--- config.mk ---
export PLATFORM = sky130hd
export DESIGN_NAME = luma_stream_top
export DESIGN_NICKNAME = d
export VERILOG_FILES = /design/src/rtl/luma_pkg.sv /design/src/rtl/luma_ctrl.sv /design/src/rtl/luma_dp.sv /design/src/rtl/luma_stream_top.sv
export SDC_FILE = /design/constraint.sdc
export NUM_CORES = 1
export LEC_CHECK = 0
export ABC_CLOCK_PERIOD_IN_PS = 10020
export BUFFER_PORTS_ARGS = -buffer_cell sky130_fd_sc_hd__buf_2
export CAP_MARGIN = 0
export CORE_ASPECT_RATIO = 1.4
export CORE_MARGIN = 5
export CORE_UTILIZATION = 35
export DETAILED_ROUTE_END_ITERATION = 6
export GPL_ROUTABILITY_DRIVEN = 1
export SYNTH_ARGS = -nofsm -noshare
export SYNTH_HDL_FRONTEND = slang
export SYNTH_HIERARCHICAL = 1
export SYNTH_SLANG_ARGS = --single-unit
--- constraint.sdc ---
create_clock -name clk -period 10.02 [get_ports clk]
set_input_delay 1.002 -clock clk [delete_from_list [all_inputs] [get_ports clk]]
set_output_delay 1.002 -clock clk [all_outputs]
set_load 0.1 [all_outputs]
--- src/rtl/luma_pkg.sv ---
package luma_pkg;
  timeunit 1ns;
  timeprecision 1ps;

  // Number of register stages between a pixel and its luma result.
  localparam int PIPE_DEPTH = 2;

  // Load strobes from control to datapath, one per pipeline stage.
  typedef struct packed {
    logic loadMul;
    logic loadSum;
  } lumaStb_t;
endpackage

--- src/rtl/luma_ctrl.sv ---
module luma_ctrl
  import luma_pkg::*;
(
  input  logic     clk,
  input  logic     rstN,
  input  logic     inValid,
  input  logic     inSol,
  input  logic     inSof,
  output lumaStb_t stb,
  output logic     outValid,
  output logic     outSol,
  output logic     outSof
);
  timeunit 1ns;
  timeprecision 1ps;

  logic [PIPE_DEPTH-1:0] validPipe;
  logic [PIPE_DEPTH-1:0] solPipe;
  logic [PIPE_DEPTH-1:0] sofPipe;

  // First stage: markers are qualified by the valid strobe.
  always_ff @(posedge clk or negedge rstN) begin
    if (!rstN) begin
      validPipe[0] <= 1'b0;
      solPipe[0]   <= 1'b0;
      sofPipe[0]   <= 1'b0;
    end else begin
      validPipe[0] <= inValid;
      solPipe[0]   <= inValid & inSol;
      sofPipe[0]   <= inValid & inSof;
    end
  end

  // Remaining stages shift the sideband along.
  for (genvar s = 1; s < PIPE_DEPTH; s++) begin : gSide
    always_ff @(posedge clk or negedge rstN) begin
      if (!rstN) begin
        validPipe[s] <= 1'b0;
        solPipe[s]   <= 1'b0;
        sofPipe[s]   <= 1'b0;
      end else begin
        validPipe[s] <= validPipe[s-1];
        solPipe[s]   <= solPipe[s-1];
        sofPipe[s]   <= sofPipe[s-1];
      end
    end
  end

  always_comb begin
    stb.loadMul = inValid;
    stb.loadSum = validPipe[0];
  end

  assign outValid = validPipe[PIPE_DEPTH-1];
  assign outSol   = solPipe[PIPE_DEPTH-1];
  assign outSof   = sofPipe[PIPE_DEPTH-1];
endmodule

--- src/rtl/luma_dp.sv ---
module luma_dp
  import luma_pkg::*;
#(
  parameter int R_W  = 5,
  parameter int G_W  = 6,
  parameter int B_W  = 5,
  parameter int Y_W  = 8,
  parameter int FRAC = 8,
  parameter int KR   = 77,
  parameter int KG   = 150,
  parameter int KB   = 29,
  localparam int PIX_W = R_W + G_W + B_W
)(
  input  logic             clk,
  input  logic             rstN,
  input  lumaStb_t         stb,
  input  logic [PIX_W-1:0] pixel,
  output logic [Y_W-1:0]   luma
);
  timeunit 1ns;
  timeprecision 1ps;

  localparam int K_W    = FRAC + 1;
  localparam int PROD_W = Y_W + K_W;
  localparam int SUM_W  = PROD_W + 2;
  localparam logic [PROD_W-1:0] KR_C  = PROD_W'(KR);
  localparam logic [PROD_W-1:0] KG_C  = PROD_W'(KG);
  localparam logic [PROD_W-1:0] KB_C  = PROD_W'(KB);
  localparam logic [SUM_W-1:0]  ROUND = SUM_W'(1) << (FRAC - 1);
  localparam logic [SUM_W-1:0]  MAXY  = SUM_W'((1 << Y_W) - 1);

  logic [R_W-1:0] rRaw;
  logic [G_W-1:0] gRaw;
  logic [B_W-1:0] bRaw;
  logic [Y_W-1:0] rExp, gExp, bExp;

  assign rRaw = pixel[PIX_W-1 -: R_W];
  assign gRaw = pixel[G_W+B_W-1 -: G_W];
  assign bRaw = pixel[B_W-1:0];

  // Widen each field to full scale by repeating its bits from the top.
  for (genvar i = 0; i < Y_W; i++) begin : gExpand
    assign rExp[Y_W-1-i] = rRaw[R_W-1-(i % R_W)];
    assign gExp[Y_W-1-i] = gRaw[G_W-1-(i % G_W)];
    assign bExp[Y_W-1-i] = bRaw[B_W-1-(i % B_W)];
  end

  // Stage 1: weighted products.
  logic [PROD_W-1:0] prodR, prodG, prodB;

  always_ff @(posedge clk or negedge rstN) begin
    if (!rstN) begin
      prodR <= '0;
      prodG <= '0;
      prodB <= '0;
    end else if (stb.loadMul) begin
      prodR <= PROD_W'(rExp) * KR_C;
      prodG <= PROD_W'(gExp) * KG_C;
      prodB <= PROD_W'(bExp) * KB_C;
    end
  end

  // Stage 2: accumulate, round, drop the fraction, clamp.
  logic [SUM_W-1:0] sumAll;
  logic [SUM_W-1:0] sumShift;
  logic [Y_W-1:0]   satY;

  always_comb begin
    sumAll   = SUM_W'(prodR) + SUM_W'(prodG) + SUM_W'(prodB) + ROUND;
    sumShift = sumAll >> FRAC;
    satY     = (sumShift > MAXY) ? MAXY[Y_W-1:0] : sumShift[Y_W-1:0];
  end

  always_ff @(posedge clk or negedge rstN) begin
    if (!rstN)            luma <= '0;
    else if (stb.loadSum) luma <= satY;
  end
endmodule

--- src/rtl/luma_stream_top.sv ---
module luma_stream_top
  import luma_pkg::*;
#(
  parameter int R_W  = 5,
  parameter int G_W  = 6,
  parameter int B_W  = 5,
  parameter int Y_W  = 8,
  parameter int FRAC = 8,
  parameter int KR   = 77,
  parameter int KG   = 150,
  parameter int KB   = 29
)(
  input  logic                     clk,
  input  logic                     rstN,
  input  logic                     inValid,
  input  logic [R_W+G_W+B_W-1:0]   inPixel,
  input  logic                     inSol,
  input  logic                     inSof,
  output logic                     outValid,
  output logic [Y_W-1:0]           outLuma,
  output logic                     outSol,
  output logic                     outSof
);
  timeunit 1ns;
  timeprecision 1ps;

  lumaStb_t stb;

  luma_ctrl u_ctrl (
    .clk      (clk),
    .rstN     (rstN),
    .inValid  (inValid),
    .inSol    (inSol),
    .inSof    (inSof),
    .stb      (stb),
    .outValid (outValid),
    .outSol   (outSol),
    .outSof   (outSof)
  );

  luma_dp #(
    .R_W(R_W), .G_W(G_W), .B_W(B_W), .Y_W(Y_W),
    .FRAC(FRAC), .KR(KR), .KG(KG), .KB(KB)
  ) u_dp (
    .clk   (clk),
    .rstN  (rstN),
    .stb   (stb),
    .pixel (inPixel),
    .luma  (outLuma)
  );
endmodule

=== Word-level counts from Yosys, hierarchy flattened ===
Index checks and enable logic that the tools add are counted.

* Output and inout bits: 11
* Register bits: 57
* Input bits: 21
* Word-level logic and storage cells: 20

* Add/sub/neg operators: 3
* Mux-type cells: 1
* $lt $le $gt $ge: 1
* $mul: 3
* Bitwise gates (word level): 2

{| class="wikitable"
|+ Operators with widths
! cell !! count
|-
| 8-bit by 7-bit multiplier with 15-bit output, second input constant || 2
|-
| 19-bit by 13-bit adder with 19-bit output || 1
|-
| 19-bit by 8-bit adder with 19-bit output, second input constant || 1
|-
| 15-bit by 16-bit adder with 17-bit output || 1
|-
| 8-bit by 5-bit multiplier with 13-bit output, second input constant || 1
|-
| 11-bit by 8-bit greater-than comparator with 1-bit output, second input constant || 1
|-
| 8-bit 2-to-1 mux || 1
|-
| 1-bit AND || 2
|}

=== Longest topological paths before layout ===
* Word-level depth: 5
* Mapped depth: 14

=== Modules after synthesis ===
The synthesis kept the hierarchy.

{| class="wikitable"
|+ Modules (own cells, without submodules)
! module !! cells an instance !! seq. area each (um2) !! area an instance (um2) !! times used
|-
| luma_dp || 593 || 1276.2 || 5698.0 || 1
|-
| luma_ctrl || 9 || 150.1 || 170.2 || 1
|}

=== Worst setup path after synthesis ===
No wires, ideal clock.

* Path kind: input-to-reg
* Start point: in inPixel[7]
* End point: reg u_dp.prodG[15]
* Setup slack: 5.777 ns
* Library setup time: 0.129 ns
* Arrival time: 4.113 ns
* Stages on the path: 13
* Cell sequence: ha_1 > ha_1 > inv_1 > fa_1 > fa_1 > inv_1 > ha_1 > o21ai_0 > nand2b_1 > a31oi_1 > nor2_1 > o311a_1 > o41a_1

* Word-level cells in the longest chain between the ends: 1

{| class="wikitable"
|+ Ends and longest elaborated chain
! what !! RTL line !! source
|-
| start, declared || luma_stream_top.sv:16 || <nowiki>input logic [R_W+G_W+B_W-1:0] inPixel,</nowiki>
|-
| 8-bit by 7-bit multiplier with 15-bit output || luma_dp.sv:58 || <nowiki>prodG <= PROD_W'(gExp) * KG_C;</nowiki>
|-
| end signal, assigned || luma_dp.sv:58 ||
|-
| end, declared || luma_dp.sv:49 || <nowiki>logic [PROD_W-1:0] prodR, prodG, prodB;</nowiki>
|}

No other way between the ends.
A chain may end at the register's enable or synchronous reset.

=== Worst setup path after layout ===
* Start point: in inPixel[9]
* End point: reg u_dp.prodG[15]

The elaborated chain is that of the path after synthesis.

==> results.toml <==
[cells_and_area]
regArea_um2 = 1430
fin_nets = 819
n_antenna_cell = 0
multiInputGateArea_um2 = 3880
fillers = 1629
fin_area_um2 = 6530
final_common_cell = "inv_1"
stdcell_count = 843
layout_common_cells = "inv_1, ha_1, dfrtp_1, fa_1, buf_2"
drive_gt1_share_pct = 10.6
final_util_pct = 39.3
synthToLayoutAreaGrowth_pct = 11.3

[critical_path]
r2r-start = "u_dp/prodR[6]$_DFFE_PN0P_"
startpoint_type = "primary input"
r2r-end = "u_dp/luma[0]$_DFFE_PN0P_"
cp_max_fo = 8
crit_end = "u_dp/prodG[15]$_DFFE_PN0P_"
ff2ff_setup_slack_ps = 6580
arrival_ps = 4500
critPathSlowestCell = "fa_1"
path_cells = "buf_2, ha_1, ha_1, inv_1, fa_1, fa_1, inv_1, ha_1, o21ai_0, nand2b_1, a31oi_1, nor2_1, o311a_1, o41a_1"
cp-end-kind = "register"
path_class = "in -> reg"
cpMostUsedCell = "ha_1"
rr_worst_depth = 12
crit_start = "inPixel[9]"
slowest_delay_ps = 520
crit_required_ps = 10220

[die]
die-width_um = 119
core_um2 = 16600
fp.dieH_um = 163
die_area_um2 = 19500
initial_utilization_pct = 35.3
row_count = 56
io_pins = 32

[place]
dpl_cell_area_um2 = 6250
hpwl_mm = 9.45
io_buffers = 31
globalplace.congestion = 0.808
place_inst = 828
place_ws_ps = 5400

[sta]
relSlewSlack_pct = 48.6
maxSlewViolCount = 0
setup_viol = 0
min_period_over_period_pct = 42.9
worst_pin_slew_ps = 771
finalSetupTns_ps = 0
max_freq_ghz = 0.233
rsz0062_at_grt = "false"
fin_crit_ps = 4300
finClkSkew_ps = 5.39
setup_slack_ps = 5720
holdWs_ps = 353
hold_viol = 0

[power]
power.switching_uw = 948
internal_power_mw = 1.08
p_per_area_nw_per_um2 = 311
power.total_mw = 2.03
leakage_nw = 3.53
power_frac_seq_pct = 17.0
p_comb_share_pct = 69.0
clkPwrFrac_pct = 13.9
ir_drop_v = 0.000135
sw_frac_of_total_pct = 46.7

[synth]
syn-num-nets = 785
yosysUniqueCellTypes = 49
synth_flop_cell = "dfrtp_1"
ys_seq_elements = 57
seq_area_frac_synth_pct = 24.3
synth_cells = 602
synth.avg_cell_area_um2 = 9.75
syn-cell-area_um2 = 5870
yosys_warnings = 6
synth_edf_count = 0
synth-async-reset-ratio_pct = 100

[global_route]
grtUsageTotal_pct = 12.4
overflow = 0
grt_max_degree = 78
grt_pass1_wl_mm = 19.7
antenna_found_initial = 0
grt_pass1_vias = 4411

[detailed_routing]
drc = 0
ant_nets = 0
drt-total-wl_mm = 11.4
route.vias.total = 4136
wl_per_cell_um = 13.5
routed_via_density = 4.91
dr.pass1.iters = 5
drtIter0Drc = 89

[flow_run]
maxCapViolCount = 0

[clock_network]
numCtsBuffers = 9
cts_resized = 0
insertion_delay_ps = 320
post_cts_buffers = 0
cts_sinks = 57
cts_max_level = 3
cts_tree = "yes"
cts.reportedPaths.clkPinSlew_ps = 50
cts_root_buf = "clkbuf_16"
clk_path_buf_depth = 2
hold_buffers = 0

[outcome]
status = "completed"

[worst_hold_path]
min_path_type = "reg -> reg"
[worst min path at each step]
stage	startpoint	end	slack, ps	cells after the start
2_1_floorplan	u_ctrl/sofPipe[0]$_DFF_PN0_	u_ctrl/outSof$_DFF_PN0_	330	0
3_3_place_gp	u_ctrl/sofPipe[0]$_DFF_PN0_	u_ctrl/outSof$_DFF_PN0_	330	0
3_5_place_dp	u_ctrl/sofPipe[0]$_DFF_PN0_	u_ctrl/outSof$_DFF_PN0_	350	0
4_1_cts	u_ctrl/sofPipe[0]$_DFF_PN0_	u_ctrl/outSof$_DFF_PN0_	360	0
5_1_grt	u_ctrl/sofPipe[0]$_DFF_PN0_	u_ctrl/outSof$_DFF_PN0_	360	0
6_report	u_ctrl/solPipe[0]$_DFF_PN0_	u_ctrl/outSol$_DFF_PN0_	350	0
[power groups by stage]
stage / Clock, mW / Combinational, mW / Sequential [mW]
after detailed placement: 0 / 1.42 / 0.351
after CTS: 0.291 / 1.43 / 0.347
after global routing: 0.304 / 1.58 / 0.356
final: 0.283 / 1.40 / 0.346
after floorplan: 0 / 1.01 / 0.460
after global placement: 0 / 1.38 / 0.349
[Yosys cell counts (6+ instances only)]
cell	instances	area, um^2
inv_1	136	510
ha_1	125	1560
dfrtp_1	57	1430
fa_1	37	741
o21ai_0	28	140
a21oi_1	26	130
nand2_1	25	93.8
nor2_1	23	86.3
xnor2_1	15	131
mux2_2	14	158
a21o_1	12	90.1
xor2_1	11	96.3
clkbuf_1	8	30.0
o22a_1	7	61.3
o21bai_1	6	45.0
[logic make-up (layout without fill, tap and decap cells)]
logic type	after synthesis	after routing	share of synthesized area [%]
adder cells (fa/ha/maj)	162	162	39.3
buffers and inverters	147	185	9.53
XOR/XNOR	26	26	3.88
multiplexers	16	16	3.03
AO/OA/AOI/OAI	114	114	13.2
AND/OR/NAND/NOR	80	80	6.74
flip-flops	57	57	24.3
[metal layers]
metal	vias to the layer above	wire length [um]	track usage [%]	part of all wire, %
li1	2077	-	-	-
met1	2000	4550	13.3	40
met2	41	6280	23.5	55
met3	18	278	2.49	2.4
met4	0	297	5.16	2.6
met5	-	0	0	0
[sequential cells by signal (all words and copies together), names as in the netlist]
register         cells
u_ctrl/stb           1
u_dp/prodG          15
u_ctrl/solPipe       1
u_ctrl/sofPipe       1
u_ctrl/outValid      1
u_ctrl/outSof        1
u_dp/prodB          13
u_dp/luma            8
u_ctrl/outSol        1
u_dp/prodR          15
[cell type report]
type | count | share of cell area (%)
Sequential cell | 57 | 21.8
Tap cell | 203 | 3.89
Timing Repair Buffer | 33 | 2.61
Clock buffer | 13 | 4.14
Clock inverter | 2 | 0.192
Inverter | 137 | 7.88
Multi-Input combinational cell | 398 | 59.5
[critical path, delay by kind of cell]
family | cells | cell delay, ps
compound gates | 4 | 1110
fa+ha+maj | 5 | 1910
buf+inv | 3 | 240
simple gates | 2 | 200
No activity file was read; power rests on OpenSTA's default activity.
